`config.mk`:
```
export PLATFORM = sky130hd
export DESIGN_NAME = tree_reducer
export DESIGN_NICKNAME = d
export VERILOG_FILES = /design/src/rtl/tree_reducer_pkg.sv /design/src/rtl/tr_pair.sv /design/src/rtl/tr_seq.sv /design/src/rtl/tree_reducer.sv
export SDC_FILE = /design/constraint.sdc
export NUM_CORES = 1
export LEC_CHECK = 0
export BUFFER_PORTS_ARGS = -buffer_cell sky130_fd_sc_hd__buf_2
export CORE_ASPECT_RATIO = 0.6
export CORE_UTILIZATION = 48
export CTS_CLUSTER_DIAMETER = 80
export DETAILED_ROUTE_END_ITERATION = 7
export PLACE_DENSITY_LB_ADDON = 0.08
export SYNTH_ARGS = -nofsm -noshare
export SYNTH_HDL_FRONTEND = slang
export SYNTH_SLANG_ARGS = --single-unit
export TNS_END_PERCENT = 50
```
`constraint.sdc`:
```
create_clock -name clk_i -period 4.39 [get_ports clk_i]
set_clock_uncertainty 0.05 [all_clocks]
set_input_delay 0.439 -clock clk_i [delete_from_list [all_inputs] [get_ports clk_i]]
set_output_delay 0.439 -clock clk_i [all_outputs]
set_load 0.1 [all_outputs]
```
`src/rtl/tree_reducer_pkg.sv`:
```
package tree_reducer_pkg;
  typedef enum logic {ST_IDLE, ST_RUN} seq_state_e;

  function automatic int unsigned pass_count(int unsigned len);
    int unsigned p = 0;
    while ((1 << p) < len) p++;
    return p;
  endfunction
endpackage

```
`src/rtl/tr_pair.sv`:
```
module tr_pair #(
  parameter int unsigned WIDTH = 16
) (
  input  logic             act_i,
  input  logic [WIDTH-1:0] own_val_i,
  input  logic             own_en_i,
  input  logic [WIDTH-1:0] prt_val_i,
  input  logic             prt_en_i,
  output logic [WIDTH-1:0] val_o,
  output logic             en_o
);
  always_comb begin
    val_o = own_val_i;
    en_o  = own_en_i;
    if (act_i) begin
      if (own_en_i && prt_en_i) val_o = own_val_i + prt_val_i;
      else if (prt_en_i)        val_o = prt_val_i;
      en_o = own_en_i | prt_en_i;
    end
  end
endmodule

```
`src/rtl/tr_seq.sv`:
```
module tr_seq
  import tree_reducer_pkg::*;
#(
  parameter int unsigned LEN_W  = 4,
  parameter int unsigned PASS_W = 2
) (
  input  logic              clk_i,
  input  logic              rst_ni,
  input  logic              start_i,
  input  logic [LEN_W-1:0]  len_q_i,
  output logic              busy_o,
  output logic              load_o,
  output logic              step_o,
  output logic              finish_o,
  output logic [PASS_W-1:0] pass_o
);
  seq_state_e        state_q;
  logic [PASS_W-1:0] pass_q;
  logic [LEN_W:0]    stride;

  assign stride   = {{LEN_W{1'b0}}, 1'b1} << pass_q;
  assign busy_o   = (state_q == ST_RUN);
  assign load_o   = start_i && !busy_o;
  assign step_o   = busy_o && (stride < {1'b0, len_q_i});
  assign finish_o = busy_o && !step_o;
  assign pass_o   = pass_q;

  always_ff @(posedge clk_i or negedge rst_ni) begin
    if (!rst_ni) begin
      state_q <= ST_IDLE;
      pass_q  <= '0;
    end else if (load_o) begin
      state_q <= ST_RUN;
      pass_q  <= '0;
    end else if (step_o) begin
      pass_q  <= pass_q + 1'b1;
    end else if (finish_o) begin
      state_q <= ST_IDLE;
    end
  end
endmodule

```
`src/rtl/tree_reducer.sv`:
```
module tree_reducer #(
  parameter int unsigned LANES = 8,
  parameter int unsigned WIDTH = 16,
  localparam int unsigned IDX_W  = $clog2(LANES),
  localparam int unsigned LEN_W  = $clog2(LANES + 1),
  localparam int unsigned PASS_W = $clog2(IDX_W + 1)
) (
  input  logic                   clk_i,
  input  logic                   rst_ni,
  input  logic                   start_i,
  input  logic [LEN_W-1:0]       len_i,
  input  logic [LANES*WIDTH-1:0] elem_i,
  input  logic [LANES-1:0]       mask_i,
  output logic                   done_o,
  output logic [WIDTH-1:0]       result_o,
  output logic                   valid_o
);
  logic [WIDTH-1:0]  vals_q [LANES];
  logic [WIDTH-1:0]  vals_d [LANES];
  logic [LANES-1:0]  mask_q, mask_d;
  logic [LEN_W-1:0]  len_q, len_eff;
  logic              busy, load, step, finish;
  logic [PASS_W-1:0] pass;
  logic              done_q, valid_q;
  logic [WIDTH-1:0]  res_q;

  // clamp oversize length
  assign len_eff = (len_i > LEN_W'(LANES)) ? LEN_W'(LANES) : len_i;

  tr_seq #(.LEN_W(LEN_W), .PASS_W(PASS_W)) u_seq (
    .clk_i, .rst_ni, .start_i,
    .len_q_i (len_q),
    .busy_o  (busy),
    .load_o  (load),
    .step_o  (step),
    .finish_o(finish),
    .pass_o  (pass)
  );

  for (genvar i = 0; i < LANES; i++) begin : g_lane
    logic [WIDTH-1:0] prt_val;
    logic             prt_en, act;

    always_comb begin
      prt_val = '0;
      prt_en  = 1'b0;
      act     = 1'b0;
      for (int p = 0; p < IDX_W; p++) begin
        if (PASS_W'(p) == pass && (i % (2 << p)) == 0 && (i + (1 << p)) < LANES) begin
          act     = step;
          prt_val = vals_q[(i + (1 << p)) % LANES];
          prt_en  = mask_q[(i + (1 << p)) % LANES]
                    && (LEN_W'(i + (1 << p)) < len_q);
        end
      end
    end

    tr_pair #(.WIDTH(WIDTH)) u_pair (
      .act_i    (act),
      .own_val_i(vals_q[i]),
      .own_en_i (mask_q[i]),
      .prt_val_i(prt_val),
      .prt_en_i (prt_en),
      .val_o    (vals_d[i]),
      .en_o     (mask_d[i])
    );

    always_ff @(posedge clk_i or negedge rst_ni) begin
      if (!rst_ni) begin
        vals_q[i] <= '0;
        mask_q[i] <= 1'b0;
      end else if (load) begin
        mask_q[i] <= mask_i[i] && (LEN_W'(i) < len_eff);
        vals_q[i] <= (mask_i[i] && (LEN_W'(i) < len_eff)) ? elem_i[i*WIDTH +: WIDTH] : '0;
      end else if (step) begin
        mask_q[i] <= mask_d[i];
        vals_q[i] <= vals_d[i];
      end
    end
  end

  always_ff @(posedge clk_i or negedge rst_ni) begin
    if (!rst_ni) begin
      len_q   <= '0;
      done_q  <= 1'b0;
      valid_q <= 1'b0;
      res_q   <= '0;
    end else begin
      done_q <= finish;
      if (load) len_q <= len_eff;
      if (finish) begin
        valid_q <= (len_q != '0) && mask_q[0];
        res_q   <= ((len_q != '0) && mask_q[0]) ? vals_q[0] : '0;
      end
    end
  end

  assign done_o   = done_q;
  assign valid_o  = valid_q;
  assign result_o = res_q;
endmodule

```
==> metrics.txt, run 1 <==
buffers inserted during post-CTS setup optimization 0; number of global-route vias before repair between 9000 and 10000; proportion of netlist area held by the largest area contributor 0.3760; cell with the most instances after synthesis sky130_fd_sc_hd__dfrtp_1; stages on the worst setup path 17; detailed-routed wire length on met3 3051 um; Clock Root Buffer sky130_fd_sc_hd__clkbuf_16; post-synth top area cell sky130_fd_sc_hd__dfrtp_1; static power due to leakage 5.850 nW; DIE WIDTH 194.9 um; post-synthesis net count 1425; class of the worst hold path primary input to async pin; Vias/cell 6.166; fraction of the yosys area taken by sequential cells 0.3760; crit-path max FO 15; Initial Util 0.4996; Net Sw Frac 0.4813; first-iteration detailed-routing DRC count 947; number of gates resized after cts 0; worst flop-to-flop path startpoint u_seq.pass_o[1]$_DFFE_PN0P_; port buffer count 160; via count around 10000; Synth Instances between 1000 and 1500; fraction of synthesis flops using an asynchronous set or reset pin 1.000; final number of max-transition violations 0; Clk network pwr share 0.156; maximum number of pins on one net before global-route repair 88; number of hold violations in the final report 0; Synth Area in Compound Gates 0.2921; number of ports placed on the die boundary 161; YS warnings 0; data arrival time of the worst path 4320 ps; synthesized area per cell 8.862 um2; outcome completed; Netlist cell types 74; count of flip-flops with a built-in enable after synthesis 0; fraction of power consumed by combinational cells 0.567; Pre-antenna DRT Iters 5; number of buffer and inverter instances along the worst setup path 3; TritonCTS clock tree done; Sinks on Clock Net 161; path depth of the worst reg2reg path 17; number of nets in the finished design 1557; DRT antenna net count 0; DP HPWL roughly 25000 um; aggregate routed wire length 33870 um; full die area 22940 um2; number of setup violations in the final report 0; Highest Clock Rate 246.1 MHz; final RePlAce weighted congestion 0.9517; source-to-sink clock delay at the later pin of the worst-skew pair 450 ps; global-route congestion overflow total 0; leading post-synthesis cells by cell area sky130_fd_sc_hd__dfrtp_1 (38%), sky130_fd_sc_hd__ha_1 (8.1%), sky130_fd_sc_hd__a22o_1 (7.7%); cell area after placement 11790 um2; most used flip-flop cell after synthesis sky130_fd_sc_hd__dfrtp_1; reg-to-reg slack, setup 330 ps; cts-stage hold buffer count 0; max capacitance violation total 0; routed length on met2 13290 um; Worst Setup Path Type flop to flop; maximum count of clock buffers along a single path 2; worst endpoint required time 4640 ps; worst-margin pin slew about 940 ps; Worst VDD drop 0.0003200 V; post-synthesis adder-cell area fraction 0.08805; Fin Setup TNS 0 ps; share of the clock period used by the worst path after layout 0.9258; setup repair after global routing missed its margin false; clock input transition at the sequential cells of the worst setup and hold paths 70 ps; average wire length per cell after detail routing a little over 20 um; total CTS buffers 17; net switching power of the design around 0.0049 W; critical path capture point vals_q[127]$_DFFE_PN0P_; critical register-to-register path endpoint vals_q[127]$_DFFE_PN0P_; Power Density roughly 820 nW/um2; total non-filler cell area in the finished layout between 10000 and 15000 um2; fraction of layout cells with a size suffix above 1 0.1787; Critical Path Start Type flop; critical-path cell with the highest stage delay sky130_fd_sc_hd__dfrtp_1; dominant combinational cell family by area after synthesis compound AO/OA/AOI/OAI gates; uppermost layer routed met5; post-synthesis simple-gate area fraction 0.1693; final total power 0.01016 W; number of synthesized register bits 161; cell area after technology mapping approximately 11000 um2; share of total power in sequential cells 0.277; sum of routed wire segments on met1 17270 um; DRC errors left 0; area of the core 21440 um2; sort of element at the end of the critical path flop; cells along the critical path inv_1 -> ha_2 -> nor2b_2 -> buf_4 -> a22oi_1 -> nor2_1 -> a21oi_1 -> inv_1 -> ha_1 -> a211oi_2 -> o21bai_1 -> a221o_1 -> a221o_1 -> o21a_1 -> o221ai_2 -> mux2i_1 -> a221oi_2; launch point of the critical path u_seq.pass_o[1]$_DFFE_PN0P_; std cell rows slightly above 40; number of antenna violations at the first check in global routing 3; Die Height between 100 and 150 um; synthesis-to-layout area growth 15.88%; H-Tree Depth 4; internal power 0.005271 W; delay contributed by the slowest stage of the critical path ~400 ps; first-pass GRT wire length 53810 um; portion of netlist area occupied by mux cells 0.01156; Global Route Usage Sum 0.3032; Slew HR 0.3724; cell class contributing the biggest share of worst-path delay compound AO/OA/AOI/OAI gates; parity-gate share of the synthesized area counting xor and xnor cells 0.02698; Commonest cells post-synth sky130_fd_sc_hd__dfrtp_1 (161), sky130_fd_sc_hd__nand2_1 (118), sky130_fd_sc_hd__nor2_1 (110), sky130_fd_sc_hd__a21oi_1 (106), sky130_fd_sc_hd__a22o_1 (94); final critical delay including setup and external delays 4064 ps
[sequential cells by signal, indices dropped and copies added, names as in the netlist]
register and count:
len_q 4, mask_q 8, done_o 1, u_seq.busy_o 1
valid_o 1, result_o 16, vals_q 128, u_seq.pass_o 2
[stage by stage]
step             util  std cells  setup WS, ps  hold WS [ps]
2_1_floorplan       -       1209         731.7         93.41
3_3_place_gp   0.5499       1601         492.6         406.2
3_5_place_dp   0.5499       1601         333.5         409.1
4_1_cts        0.5788       1633         310.9         54.96
5_1_grt        0.5789       1633         108.2         94.12
6_report       0.5790       1634         325.8         30.86
[metal layers]
layer  vias up  global-route usage
met1      4890              0.4932
met5         -                   0
met2       418              0.4001
met4         4             0.05315
li1       4733                   -
met3        31             0.07020
[power groups by stage]
stage | Sequential [W] | Clock (W) | Combinational, W
after floorplan | 0.00288 | 0 | 0.00404
after global placement | 0.00281 | 0 | 0.00554
after detailed placement | 0.00281 | 0 | 0.00562
after CTS | 0.00279 | 0.00161 | 0.00568
after global routing | 0.00288 | 0.00167 | 0.00634
final | 0.00281 | 0.00159 | 0.00576
[layout make-up]
cell class	instances	area (um2)
clock buffers	18	439.2
fillers	1971	9027
diodes	1	2.502
clock inverters	14	180.2
multi-input cells	950	6319
inverters	28	105.1
well taps	279	349.1
repair buffers	183	992.2
flip-flops and latches	161	4029
[cells in the final DEF (no fill, tap or decap), drive strengths merged, types with 39 or more instances in the layout]
cell type,count
ha,69
buf,183
o21ai,84
and2,39
nor2,110
a21oi,107
dfrtp,161
a22o,94
nand2,119
[cells by family after synthesis]
group           count (synthesis)
flops                         161
xor+xnor                       33
simple gates                  386
buf+inv                        98
fa+ha+maj                      73
mux                            12
compound gates                446
[worst min path at each step]
stage,start,end,slack [ps],cells after the start
finish,rst_ni,vals_q[18]$_DFFE_PN0P_,30,1
global route,rst_ni,vals_q[18]$_DFFE_PN0P_,90,1
CTS,rst_ni,vals_q[18]$_DFFE_PN0P_,50,1
detailed placement,mask_q[7]$_DFFE_PN0P_,mask_q[7]$_DFFE_PN0P_,410,1
global placement,mask_q[5]$_DFFE_PN0P_,mask_q[5]$_DFFE_PN0P_,410,1
floorplan,rst_ni,done_o$_DFF_PN0_,90,0
No activity file was read; power rests on OpenSTA's default activity.
==> run 2, diff against run 1 <==
--- a/config.mk
+++ b/config.mk
@@ -5,6 +5,7 @@
 export SDC_FILE = /design/constraint.sdc
 export NUM_CORES = 1
 export LEC_CHECK = 0
+export ABC_AREA = 1
 export BUFFER_PORTS_ARGS = -buffer_cell sky130_fd_sc_hd__buf_2
 export CORE_ASPECT_RATIO = 0.6
 export CORE_UTILIZATION = 48
@@ -13,5 +14,6 @@
 export PLACE_DENSITY_LB_ADDON = 0.08
 export SYNTH_ARGS = -nofsm -noshare
 export SYNTH_HDL_FRONTEND = slang
+export SYNTH_HIERARCHICAL = 1
 export SYNTH_SLANG_ARGS = --single-unit
 export TNS_END_PERCENT = 50
==> run 2 against run 1 <==
Effect of this change: combinational power up 51%; hold slack better by 9.3 ps; area after synthesis grew 77%; critical path depth decreased by 6; final area up 70%; first-iteration DRC count grew to 2.9 times the previous value; count of clock-buffer cells in the layout decreased by 1; sequential share of layout area is 13 points lower; die area increased by 76%; synthesized cell count grew to 2.5 times the previous value; maximum frequency is 6.1% higher.
==> metrics.txt, run 2 <==
cell area after technology mapping around 19000 um2; worst endpoint required time 4720 ps; average wire length per cell after detail routing 18.47 um; post-synth top area cell sky130_fd_sc_hd__dfrtp_1; number of gates resized after cts 0; maximum number of pins on one net before global-route repair between 100 and 150; aggregate routed wire length 70030 um; Slew HR 0.1996; data arrival time of the worst path 4160 ps; register area 4029 um2; YS warnings 6; count of flip-flops with a built-in enable after synthesis 0; Clock Root Buffer sky130_fd_sc_hd__clkbuf_16; cell with the most instances after synthesis sky130_fd_sc_hd__nand2_1; cts-stage hold buffer count 0; source-to-sink clock delay at the later pin of the worst-skew pair 460 ps; share of the clock period used by the worst path after layout 0.8722; Pre-antenna DRT Iters 7; cell area after placement a little over 20000 um2; via count 21590; maximum count of clock buffers along a single path 2; Highest Clock Rate 261.2 MHz; proportion of netlist area held by the largest area contributor 0.2127; final RePlAce weighted congestion approximately 0.97; routed length on met2 27740 um; most common library cell in the layout ignoring fill and taps sky130_fd_sc_hd__nand2_1; fraction of layout cells with a size suffix above 1 0.1206; sort of element at the end of the critical path flop; area of the core roughly 38000 um2; DRC errors left 0; full die area roughly 40000 um2; port buffer count 160; Synth Instances 3037; leading post-synthesis cells by cell area sky130_fd_sc_hd__dfrtp_1 (21%), sky130_fd_sc_hd__nand2_1 (15%), sky130_fd_sc_hd__ha_1 (8.4%); static power due to leakage 11.20 nW; sum of routed wire segments on met1 33600 um; number of fill cells 3870; Vias/cell roughly 5.7; Critical Path Start Type flop; Worst VDD drop 0.0002821 V; number of antenna violations at the first check in global routing 3; worst-margin pin slew 1201 ps; DRT antenna net count 0; DIE WIDTH 258.5 um; number of hold violations in the final report 0; final total power 0.01316 W; Fin Hold WS 40.13 ps; max capacitance violation total 0; delay contributed by the slowest stage of the critical path 770 ps; setup repair after global routing missed its margin false; most used flip-flop cell after synthesis sky130_fd_sc_hd__dfrtp_1; Sinks on Clock Net 161; Fin Setup TNS 0 ps; worst slack at placement 765.7 ps; clock input transition at the sequential cells of the worst setup and hold paths 80 ps; critical-path cell with the highest stage delay sky130_fd_sc_hd__nor2_2; fraction of synthesis flops using an asynchronous set or reset pin 1.000; Commonest cells post-synth sky130_fd_sc_hd__nand2_1 (747), sky130_fd_sc_hd__inv_1 (395), sky130_fd_sc_hd__nor2_1 (329), sky130_fd_sc_hd__a21oi_1 (277), sky130_fd_sc_hd__nand3_1 (226); fin worst setup slack about 560 ps; DP HPWL 54270 um; area of combinational cells with multiple inputs 13260 um2; H-Tree Depth 4; Largest Register vals_q; number of global-route vias before repair 19230; final critical delay including setup and external delays about 3800 ps; synthesized area per cell a little over 6 um2; Netlist cell types 43; number of buffer and inverter instances along the worst setup path 3; crit-path max FO 18; outcome completed; final number of max-transition violations 0; buffers inserted during post-CTS setup optimization 0; synthesis-to-layout area growth 11.25%; total CTS buffers 17; Global Route Usage Sum 0.3434; number of setup violations in the final report 0; detailed-routed wire length on met3 7352 um; commonest cells after routing, fill and taps aside sky130_fd_sc_hd__nand2_1 (747), sky130_fd_sc_hd__inv_1 (394), sky130_fd_sc_hd__nor2_1 (326); Worst Setup Path Type flop to flop; Initial Util 0.4951; cells along the critical path inv_1 -> nor2_2 -> buf_4 -> nand3_1 -> o21ai_0 -> inv_1 -> nor2_2 -> a221oi_1 -> a21oi_1 -> o21ai_0 -> a21oi_1; number of nets in the finished design 3541; TritonCTS clock tree done; number of synthesized register bits 161; first-iteration detailed-routing DRC count 2709; total non-filler cell area in the finished layout approximately 21000 um2; cell class contributing the biggest share of worst-path delay simple AND/OR/NAND/NOR gates; uppermost layer routed met4; std cell rows 55; first-pass GRT wire length 108000 um; number of ports placed on the die boundary 161; fraction of the yosys area taken by sequential cells 0.2127; Die Height 155.9 um; global-route congestion overflow total 0; number of flip-flops in the largest register 128; class of the worst hold path primary input to async pin; Power Density between 600 and 700 nW/um2
==> run 2: cell types whose count changed after synthesis, moves of 40 or more <==
cell / previous run / this run
sky130_fd_sc_hd__nand2_1: 118 / 747
sky130_fd_sc_hd__inv_1: 28 / 395
sky130_fd_sc_hd__nand2_2: 1 / 55
sky130_fd_sc_hd__ha_1: 69 / 127
sky130_fd_sc_hd__a221oi_1: 1 / 93
sky130_fd_sc_hd__a21oi_1: 106 / 277
sky130_fd_sc_hd__nor2_1: 110 / 329
sky130_fd_sc_hd__a22o_1: 94 / 54
sky130_fd_sc_hd__nand3_1: 18 / 226
sky130_fd_sc_hd__o21ai_0: 82 / 162
==> run 2: cells by family after synthesis <==
family / Yosys count / synth area share
flops: 161 / 0.2127
xor+xnor: 15 / 0.006935
fa+ha+maj: 135 / 0.09233
compound gates: 683 / 0.2203
other cells: 1 / 0.0001979
simple gates: 1492 / 0.3497
buf+inv: 550 / 0.1179
==> run 2: final timing paths <==
kind,slack [ps],endpoint,depth (start not counted),from
hold / removal,40,vals_q[1]$_DFFE_PN0P_,1,rst_ni
setup reg to reg,560,vals_q[58]$_DFFE_PN0P_,11,u_seq/pass_o[0]$_DFFE_PN0P_
setup / recovery,560,vals_q[58]$_DFFE_PN0P_,11,u_seq/pass_o[0]$_DFFE_PN0P_
max in group asynchronous,3290,vals_q[100]$_DFFE_PN0P_,2,rst_ni
min in group clk_i,170,vals_q[65]$_DFFE_PN0P_,3,elem_i[49]
hold reg to reg,480,result_o[11]$_DFFE_PN0P_,2,result_o[11]$_DFFE_PN0P_
==> run 2: power breakdown <==
part	leakage, nW	internal (W)	switching [W]
Sequential	1.86	0.00201	0.000961
Clock	0.276	0.000789	0.000727
Combinational	9.06	0.00339	0.00528
==> run 2: per-stage QoR <==
stage                       util  cells
after floorplan                -   3189
final                     0.5508   3792
after detailed placement  0.5360   3757
after CTS                 0.5506   3789
after global routing      0.5508   3791
after global placement    0.5360   3757
==> run 2: area by class of cell <==
| class | instances | share of cell area |
|---|---|---|
| repair buffers | 177 | 0.04554 |
| multi-input cells | 2478 | 0.6294 |
| inverters | 428 | 0.07659 |
| flip-flops and latches | 161 | 0.1912 |
| well taps | 513 | 0.03046 |
| clock buffers | 17 | 0.02019 |
| diodes | 3 | 0.0003562 |
| clock inverters | 15 | 0.006352 |
==> run 2: layer usage <==
metal | vias to the layer above | global-route usage
met3 | 87 | 0.07716
met1 | 10070 | 0.5249
met5 | - | 0
met4 | 0 | 0.08284
met2 | 989 | 0.4782
li1 | 10440 | -
